--- src/rtl/gpio_pkg.sv ---
package gpio_pkg;
  localparam int NUM_PORTS = 2;

  typedef struct packed {
    logic [NUM_PORTS-1:0] wrLatch;
    logic [NUM_PORTS-1:0] wrDir;
    logic [NUM_PORTS-1:0] rdLatch;
    logic [NUM_PORTS-1:0] rdDir;
    logic                 rdEn;
  } busStrobe_t;
endpackage

--- src/rtl/gpio_sync.sv ---
module gpio_sync #(
  parameter int WIDTH  = 8,
  parameter int STAGES = 2
) (
  input  logic             clk,
  input  logic             rstN,
  input  logic [WIDTH-1:0] din,
  output logic [WIDTH-1:0] dout
);
  logic [STAGES-1:0][WIDTH-1:0] chain;

  always_ff @(posedge clk or negedge rstN) begin
    if (!rstN) chain <= '0;
    else       chain <= {chain[STAGES-2:0], din};
  end

  assign dout = chain[STAGES-1];
endmodule

--- src/rtl/gpio_ctrl.sv ---
module gpio_ctrl
  import gpio_pkg::*;
#(
  parameter int ADDR_W    = 16,
  parameter int DATA_BASE = 0,
  parameter int DIR_BASE  = 4
) (
  input  logic [ADDR_W-1:0] busAddr,
  input  logic              busRd,
  input  logic              busWr,
  output busStrobe_t        strobe
);
  always_comb begin
    strobe       = '0;
    strobe.rdEn  = busRd;
    for (int p = 0; p < NUM_PORTS; p++) begin
      if (busAddr == ADDR_W'(DATA_BASE + p)) begin
        strobe.wrLatch[p] = busWr;
        strobe.rdLatch[p] = busRd;
      end
      if (busAddr == ADDR_W'(DIR_BASE + p)) begin
        strobe.wrDir[p] = busWr;
        strobe.rdDir[p] = busRd;
      end
    end
  end
endmodule

--- src/rtl/gpio_dp.sv ---
module gpio_dp
  import gpio_pkg::*;
#(
  parameter int WIDTH       = 8,
  parameter int SYNC_STAGES = 2
) (
  input  logic                            clk,
  input  logic                            rstN,
  input  busStrobe_t                      strobe,
  input  logic [WIDTH-1:0]                wrData,
  input  logic [NUM_PORTS-1:0][WIDTH-1:0] pinIn,
  output logic [NUM_PORTS-1:0][WIDTH-1:0] pinOut,
  output logic [NUM_PORTS-1:0][WIDTH-1:0] pinOe,
  output logic [WIDTH-1:0]                rdData
);
  logic [NUM_PORTS-1:0][WIDTH-1:0] latchQ;
  logic [NUM_PORTS-1:0][WIDTH-1:0] dirQ;
  logic [NUM_PORTS-1:0][WIDTH-1:0] pinSync;
  logic [WIDTH-1:0]                rdSel;
  logic [WIDTH-1:0]                rdQ;

  for (genvar p = 0; p < NUM_PORTS; p++) begin : gSync
    gpio_sync #(.WIDTH(WIDTH), .STAGES(SYNC_STAGES)) uSync (
      .clk  (clk),
      .rstN (rstN),
      .din  (pinIn[p]),
      .dout (pinSync[p])
    );
  end

  // Direction registers: cleared by reset.
  always_ff @(posedge clk or negedge rstN) begin
    if (!rstN) begin
      dirQ <= '0;
    end else begin
      for (int p = 0; p < NUM_PORTS; p++) begin
        if (strobe.wrDir[p]) dirQ[p] <= wrData;
      end
    end
  end

  // Output latches: deliberately without reset.
  always_ff @(posedge clk) begin
    for (int p = 0; p < NUM_PORTS; p++) begin
      if (strobe.wrLatch[p]) latchQ[p] <= wrData;
    end
  end

  always_comb begin
    rdSel = '0;
    for (int p = 0; p < NUM_PORTS; p++) begin
      if (strobe.rdLatch[p])
        rdSel |= (dirQ[p] & latchQ[p]) | (~dirQ[p] & pinSync[p]);
      if (strobe.rdDir[p])
        rdSel |= dirQ[p];
    end
  end

  always_ff @(posedge clk or negedge rstN) begin
    if (!rstN)            rdQ <= '0;
    else if (strobe.rdEn) rdQ <= rdSel;
    else                  rdQ <= '0;
  end

  assign pinOut = latchQ;
  assign pinOe  = dirQ;
  assign rdData = rdQ;
endmodule

--- src/rtl/dual_port_gpio.sv ---
module dual_port_gpio
  import gpio_pkg::*;
#(
  parameter int ADDR_W      = 16,
  parameter int WIDTH       = 8,
  parameter int SYNC_STAGES = 2,
  parameter int DATA_BASE   = 0,
  parameter int DIR_BASE    = 4
) (
  input  logic              clk,
  input  logic              rstN,
  input  logic [ADDR_W-1:0] busAddr,
  input  logic              busRd,
  input  logic              busWr,
  input  logic [WIDTH-1:0]  busWrData,
  output logic [WIDTH-1:0]  busRdData,
  input  logic [WIDTH-1:0]  portAIn,
  output logic [WIDTH-1:0]  portAOut,
  output logic [WIDTH-1:0]  portAOe,
  input  logic [WIDTH-1:0]  portBIn,
  output logic [WIDTH-1:0]  portBOut,
  output logic [WIDTH-1:0]  portBOe
);
  busStrobe_t                      strobe;
  logic [NUM_PORTS-1:0][WIDTH-1:0] pinIn;
  logic [NUM_PORTS-1:0][WIDTH-1:0] pinOut;
  logic [NUM_PORTS-1:0][WIDTH-1:0] pinOe;

  assign pinIn = {portBIn, portAIn};

  gpio_ctrl #(.ADDR_W(ADDR_W), .DATA_BASE(DATA_BASE), .DIR_BASE(DIR_BASE)) uCtrl (
    .busAddr (busAddr),
    .busRd   (busRd),
    .busWr   (busWr),
    .strobe  (strobe)
  );

  gpio_dp #(.WIDTH(WIDTH), .SYNC_STAGES(SYNC_STAGES)) uDp (
    .clk    (clk),
    .rstN   (rstN),
    .strobe (strobe),
    .wrData (busWrData),
    .pinIn  (pinIn),
    .pinOut (pinOut),
    .pinOe  (pinOe),
    .rdData (busRdData)
  );

  assign portAOut = pinOut[0];
  assign portBOut = pinOut[1];
  assign portAOe  = pinOe[0];
  assign portBOe  = pinOe[1];
endmodule

--- config.mk ---
export PLATFORM = sky130hd
export DESIGN_NAME = dual_port_gpio
export DESIGN_NICKNAME = d
export VERILOG_FILES = /design/src/rtl/gpio_pkg.sv /design/src/rtl/gpio_sync.sv /design/src/rtl/gpio_ctrl.sv /design/src/rtl/gpio_dp.sv /design/src/rtl/dual_port_gpio.sv
export SDC_FILE = /design/constraint.sdc
export NUM_CORES = 1
export LEC_CHECK = 0
export BUFFER_PORTS_ARGS = -buffer_cell sky130_fd_sc_hd__buf_4
export CAP_MARGIN = 15
export CELL_PAD_IN_SITES_DETAIL_PLACEMENT = 0
export CELL_PAD_IN_SITES_GLOBAL_PLACEMENT = 1
export CORE_AREA = 5 5 87 97
export DETAILED_ROUTE_END_ITERATION = 6
export DIE_AREA = 0 0 92 102
export PLACE_DENSITY = 0.73
export SLEW_MARGIN = 40
export SYNTH_ARGS = -nofsm -noshare
export SYNTH_HDL_FRONTEND = slang
export SYNTH_SLANG_ARGS = --single-unit
--- constraint.sdc ---
create_clock -name clk -period 1.1 [get_ports clk]
set_input_delay 0.165 -clock clk [delete_from_list [all_inputs] [get_ports clk]]
set_output_delay 0.165 -clock clk [all_outputs]
set_load 0.01 [all_outputs]
==> flow_metrics.env, run 1 <==
export IMPL_run_status="finished, violations left"
export IMPL_violations="setup timing"
export IMPL_power_density_mw_per_mm2=1270
export IMPL_total_power_w=0.00522
export IMPL_grt_max_degree=28
export IMPL_critPathCaptureType="register"
export IMPL_drt_pass1_iter_count=4
export IMPL_antennaDiodeCount=0
export IMPL_power_leakage_nw=1.89
export IMPL_maxCapViolCount=0
export IMPL_synth_warnings=0
export IMPL_cts_root_buffer="clkbuf_8"
export IMPL_antenna_found_initial=0
export IMPL_cts_tree="built"
export IMPL_coreArea_mm2=0.00735
export IMPL_worstSkewPairLatency_ns=0.33
export IMPL_netSwitchingPower_w=0.00111
export IMPL_synth_nets=211
export IMPL_vias_per_cell=4.78
export IMPL_dieHeight_um=102
export IMPL_synth_cell_types=21
export IMPL_worstPathMaxFanout=4
export IMPL_row_count=33
export IMPL_worstPathRequired_ns=1.15
export IMPL_cp_arrival_ns=1.35
export IMPL_period_needed_ns=1.30
export IMPL_cts_made_buffers=9
export IMPL_dieWidth_um=92
export IMPL_syn_to_final_growth_pct=64.0
export IMPL_reg2reg_slack_ns=0.03
export IMPL_grt_pass1_wl_um=10300
export IMPL_track_usage_pct=14.5
export IMPL_dp_slack_ns=-0.574
export IMPL_final_area_mm2=0.00412
export IMPL_initial_core_util_pct=34.2
export IMPL_grt_overflow_total=0
export IMPL_place_congestion=0.703
export IMPL_final_max_slew_viol_count=0
export IMPL_critPathLaunchType="input pin"
export IMPL_tns_ns=-5.34
export IMPL_fin_nets=346
export IMPL_worst_pin_slew_ns=0.388
export IMPL_internal_power_w=0.00411
export IMPL_synthCells=167
export IMPL_drt_iter0_markers=77
export IMPL_switching_share_pct=21.2
export IMPL_syn_cell_area_mm2=0.00251
export IMPL_period_share_pct=118
export IMPL_layout_cells_most_common="buf_4"
export IMPL_max_freq_mhz=768
export IMPL_grt_pass1_vias=1962
export IMPL_path_cells="buf_6, nor4_4, nand4_4, buf_6, nor3b_4, buf_6"
export IMPL_avgSynthCellArea_um2=15.1
export IMPL_setup_viol=33
export IMPL_dieArea_mm2=0.00938
export IMPL_routed_wl_um=6240
export IMPL_vias=1884
export IMPL_dpl_instance_area_mm2=0.00349
export IMPL_htreeDepth=3
export IMPL_wire_per_inst_um=15.8
export IMPL_synth_top_cell_by_area="dfrtp_1"
export IMPL_drtAntennaViolNets=0
export IMPL_yosys_top_cells_area="dfrtp_1 56%, edfxtp_1 19%, mux2_2 7.2%"
export IMPL_critPathKind="in2reg"
export IMPL_yosysSeqAreaShare_pct=74.9
export IMPL_mostFrequentLayoutCells="67 x buf_4, 56 x dfrtp_1, 41 x buf_6"
export IMPL_max_stage_delay_ns=0.34
export IMPL_timing_slew_headroom_pct=74.1
export IMPL_ir_drop_mv=0.892
export IMPL_place_hpwl_um=4540
export IMPL_p_comb_share_pct=7.2
export IMPL_finClkSkew_ns=0.00853
export IMPL_cts_sinks=72
export IMPL_ys_seq_elements=72
export IMPL_synth_top_area_share_pct=55.7
export IMPL_worstHoldPathType="in2reg"
export IMPL_clockBufferDepth=2
export IMPL_drcViolationCount=0
export IMPL_fillCellCount=618
export IMPL_seq_power_share_pct=53.7
export IMPL_clkPwrFrac_pct=39.2
export IMPL_io_pins=84
export IMPL_slowest_stage="nor4_4"
export IMPL_hold_viol=0
export IMPL_clkSlewWorstSetupHoldPaths_ns=0.08
export IMPL_cpMostUsedCell="buf_6"
export IMPL_rsz0062_at_grt="true"
export IMPL_io_buffers=83
export IMPL_setup_ws_ns=-0.202
export IMPL_drive_gt1_share_pct=49.8
==> Yosys cell counts <==
cell,instances
edfxtp_1,16
nand2_1,1
o21ai_0,29
o311ai_0,7
nor4_1,3
or3b_2,1
nand4_2,1
nor3_1,1
dfrtp_1,56
nor3b_1,3
nor2_2,1
inv_1,7
nor2_1,8
a311oi_1,1
nand2b_1,7
nand4_1,1
mux2_2,16
o21a_1,1
nor3b_4,1
a211oi_1,1
clkbuf_1,5
==> registers in the layout, summed over array words and instances, names as in the netlist <==
name and flops:
uDp.pinOut 16, uDp.gSync.uSync.chain 16, uDp.gSync.uSync.dout 16, uDp.pinOe 16, uDp.rdData 8
==> path summary, 6_finish.rpt <==
| kind | startpoint | end | depth (start not counted) |
|---|---|---|---|
| setup / recovery | busAddr[10] | uDp.pinOut[12] | 6 |
| setup reg to reg | uDp.pinOut[6] | uDp.rdData[6] | 3 |
| min in group asynchronous | rstN | uDp.pinOe[6] | 2 |
| max in group asynchronous | rstN | uDp.pinOe[1] | 3 |
| hold reg to reg | uDp.gSync[1].uSync.chain[6] | uDp.gSync[1].uSync.dout[6] | 0 |
| hold / removal | busWrData[1] | uDp.pinOut[9] | 1 |
==> power by group through the flow <==
stage	Sequential (W)	Clock (W)	Combinational, W
2_1_floorplan	0.00285	0	0.0000753
3_3_place_gp	0.00285	0	0.000306
3_5_place_dp	0.00286	0	0.000313
4_1_cts	0.00280	0.00211	0.000371
5_1_grt	0.00281	0.00223	0.000414
6_report	0.00280	0.00204	0.000375
==> layout make-up <==
class / count / area (um^2) / share of cell area (%)
Multi-Input combinational cell: 83 / 704 / 17.1
Clock inverter: 5 / 55.1 / 1.34
Sequential cell: 72 / 1880 / 45.6
Tap cell: 87 / 109 / 2.64
Inverter: 7 / 26.3 / 0.637
Timing Repair Buffer: 129 / 1200 / 29.2
Clock buffer: 11 / 141 / 3.43
==> per-stage QoR <==
stage               util (%)  hold WS [ns]  cells
global route            56.1       0.00388    394
floorplan                  -        -0.131    167
global placement        47.5         0.116    353
CTS                     54.5       0.00690    391
detailed placement      47.5         0.122    353
finish                  56.1        0.0354    394
==> worst max-delay path: cells and delay by family <==
kind	cells	cell delay, ns
simple gates	3	0.76
buf+inv	3	0.42
==> kinds of logic after synthesis <==
group                  count (synthesis)  share of synthesized area [%]
AO/OA/AOI/OAI                         39                           9.16
buffers and inverters                 12                           1.79
flip-flops                            72                           74.9
multiplexers                          16                           7.17
AND/OR/NAND/NOR                       28                           7.02
==> layer usage <==
layer	vias to the layer above	routed length [um]	track usage (%)
met5	-	0	0
met2	60	3110	22.8
met1	951	2660	18.4
li1	869	-	-
met4	0	49	5.83
met3	4	420	5.08
==> timing repair <==
item	in CTS	in global routing
hold buffers	17	1
resized for setup	27	31
pin swaps	6	5
setup buffers	5	3
hold endpoints to repair	40	2
setup endpoints to repair	41	62
Note: power is estimated with default switching activity, not from simulation.
==> run 2: changes to the inputs <==
--- a/config.mk
+++ b/config.mk
@@ -12,6 +12,7 @@
 export CORE_AREA = 5 5 87 97
 export DETAILED_ROUTE_END_ITERATION = 6
 export DIE_AREA = 0 0 92 102
+export GPL_TIMING_DRIVEN = 0
 export PLACE_DENSITY = 0.73
 export SLEW_MARGIN = 40
 export SYNTH_ARGS = -nofsm -noshare
==> flow_metrics.env, run 2 (synthesis gave the netlist of run 1 again) <==
export IMPL_cts_sinks=72
export IMPL_fin_nets=336
export IMPL_drt_iter0_markers=86
export IMPL_layout_cells_most_common="buf_4"
export IMPL_worstPathMaxFanout=6
export IMPL_place_congestion=0.688
export IMPL_antennaDiodeCount=0
export IMPL_grt_max_degree=57
export IMPL_setup_viol=33
export IMPL_critPathCaptureType="register"
export IMPL_cts_tree="built"
export IMPL_power_leakage_nw=1.82
export IMPL_holdWs_ns=0.0283
export IMPL_grt_pass1_wl_um=10300
export IMPL_final_area_mm2=0.00404
export IMPL_vias_per_cell=4.80
export IMPL_io_pins=84
export IMPL_grt_pass1_vias=1899
export IMPL_finClkSkew_ns=0.00577
export IMPL_placedCellCount=336
export IMPL_routed_wl_um=6630
export IMPL_drtAntennaViolNets=0
export IMPL_clkSlewWorstSetupHoldPaths_ns=0.07
export IMPL_row_count=33
export IMPL_place_hpwl_um=4160
export IMPL_track_usage_pct=15.0
export IMPL_mostFrequentLayoutCells="66 x buf_4, 55 x dfrtp_1, 28 x buf_6"
export IMPL_worstHoldPathType="in2reg"
export IMPL_cts_made_buffers=9
export IMPL_worstPathRequired_ns=1.16
export IMPL_critPathKind="in2reg"
export IMPL_hold_viol=0
export IMPL_coreArea_mm2=0.00735
export IMPL_timing_slew_headroom_pct=52.5
export IMPL_rsz0062_at_grt="true"
export IMPL_run_status="finished, violations left"
export IMPL_power_density_mw_per_mm2=1340
export IMPL_drcViolationCount=0
export IMPL_maxCapViolCount=0
export IMPL_period_needed_ns=1.32
export IMPL_clockBufferDepth=2
export IMPL_vias=1842
export IMPL_violations="setup timing"
export IMPL_ir_drop_mv=0.697
export IMPL_cts_root_buffer="clkbuf_8"
export IMPL_dieHeight_um=102
export IMPL_wire_per_inst_um=17.3
export IMPL_io_buffers=82
export IMPL_final_max_slew_viol_count=0
export IMPL_syn_to_final_growth_pct=60.7
export IMPL_max_freq_mhz=756
export IMPL_setup_ws_ns=-0.223
export IMPL_drt_pass1_iter_count=4
export IMPL_dieWidth_um=92
export IMPL_drive_gt1_share_pct=47.8
export IMPL_total_power_w=0.00541
export IMPL_worst_pin_slew_ns=0.713
export IMPL_initial_core_util_pct=34.2
export IMPL_critPathLaunchType="input pin"
export IMPL_grt_overflow_total=0
export IMPL_cp_arrival_ns=1.38
export IMPL_htreeDepth=3
export IMPL_dpl_instance_area_mm2=0.00332
export IMPL_period_share_pct=120
export IMPL_antenna_found_initial=0
export IMPL_worstSkewPairLatency_ns=0.34
export IMPL_dieArea_mm2=0.00938
export IMPL_stdcell_count=384
[run 2: worst paths after layout]
| path | startpoint | end | slack, ns | cells after the start |
|---|---|---|---|---|
| worst max-delay path | busAddr[14] | uDp.pinOut[10] | -0.22 | 6 |
| worst min-delay path | busWrData[4] | uDp.pinOut[12] | 0.03 | 1 |
| worst max register to register | uDp.pinOe[14] | uDp.rdData[6] | -0.03 | 2 |
| worst min register to register | uDp.gSync[1].uSync.chain[5] | uDp.gSync[1].uSync.dout[5] | 0.34 | 0 |
| max in group asynchronous | rstN | uDp.pinOe[6] | 0.18 | 2 |
| min in group asynchronous | rstN | uDp.pinOe[12] | 0.43 | 2 |
[run 2: critical path: stages]
cell and delay [ns]:
buf_6 0.09, nor4_4 0.34, nand4_4 0.19, buf_4 0.19, nor3b_4 0.23, buf_6 0.17
[run 2: through the flow]
step                utilization (%)  TNS [ns]  setup WS (ns)
global placement               45.0    -28.78         -0.894
detailed placement             45.1    -27.40         -0.906
global route                   55.0     -7.34         -0.288
CTS                            53.5     -4.28         -0.178
floorplan                         -    -11.47         -0.440
finish                         55.0     -5.36         -0.223
[run 2: what timing repair did]
item | CTS | global route
hold buffers | 17 | 0
pin swaps | 9 | 4
setup endpoints to repair | 42 | 60
setup buffers | 11 | 4
hold endpoints to repair | 72 | 0
gates resized for setup | 30 | 28
[run 2: layer usage]
metal  vias up  global-route usage, %  part of all wire [%]
met4         0                   5.83                   1.9
met5         -                      0                     0
met1       903                   19.0                    43
li1        860                      -                     -
met3        12                   4.93                   7.2
met2        67                   24.2                    47
[run 2: where the power goes]
part	leakage [nW]	total, W	switching, W	internal [W]
Combinational	0.866	0.000352	0.000164	0.000188
Clock	0.108	0.00225	0.000913	0.00134
Sequential	0.850	0.00280	0.0000141	0.00279
Total	1.82	0.00541	0.00109	0.00431
[run 2: layout make-up]
cell class | count | area, um^2
timing repair buffer | 114 | 1040
tap | 87 | 109
clock buffer | 13 | 149
buffer | 5 | 23.8
inverter | 7 | 26.3
fill | 613 | 3310
sequential | 72 | 1880
multi-input combinational | 83 | 742
clock inverter | 3 | 65.1
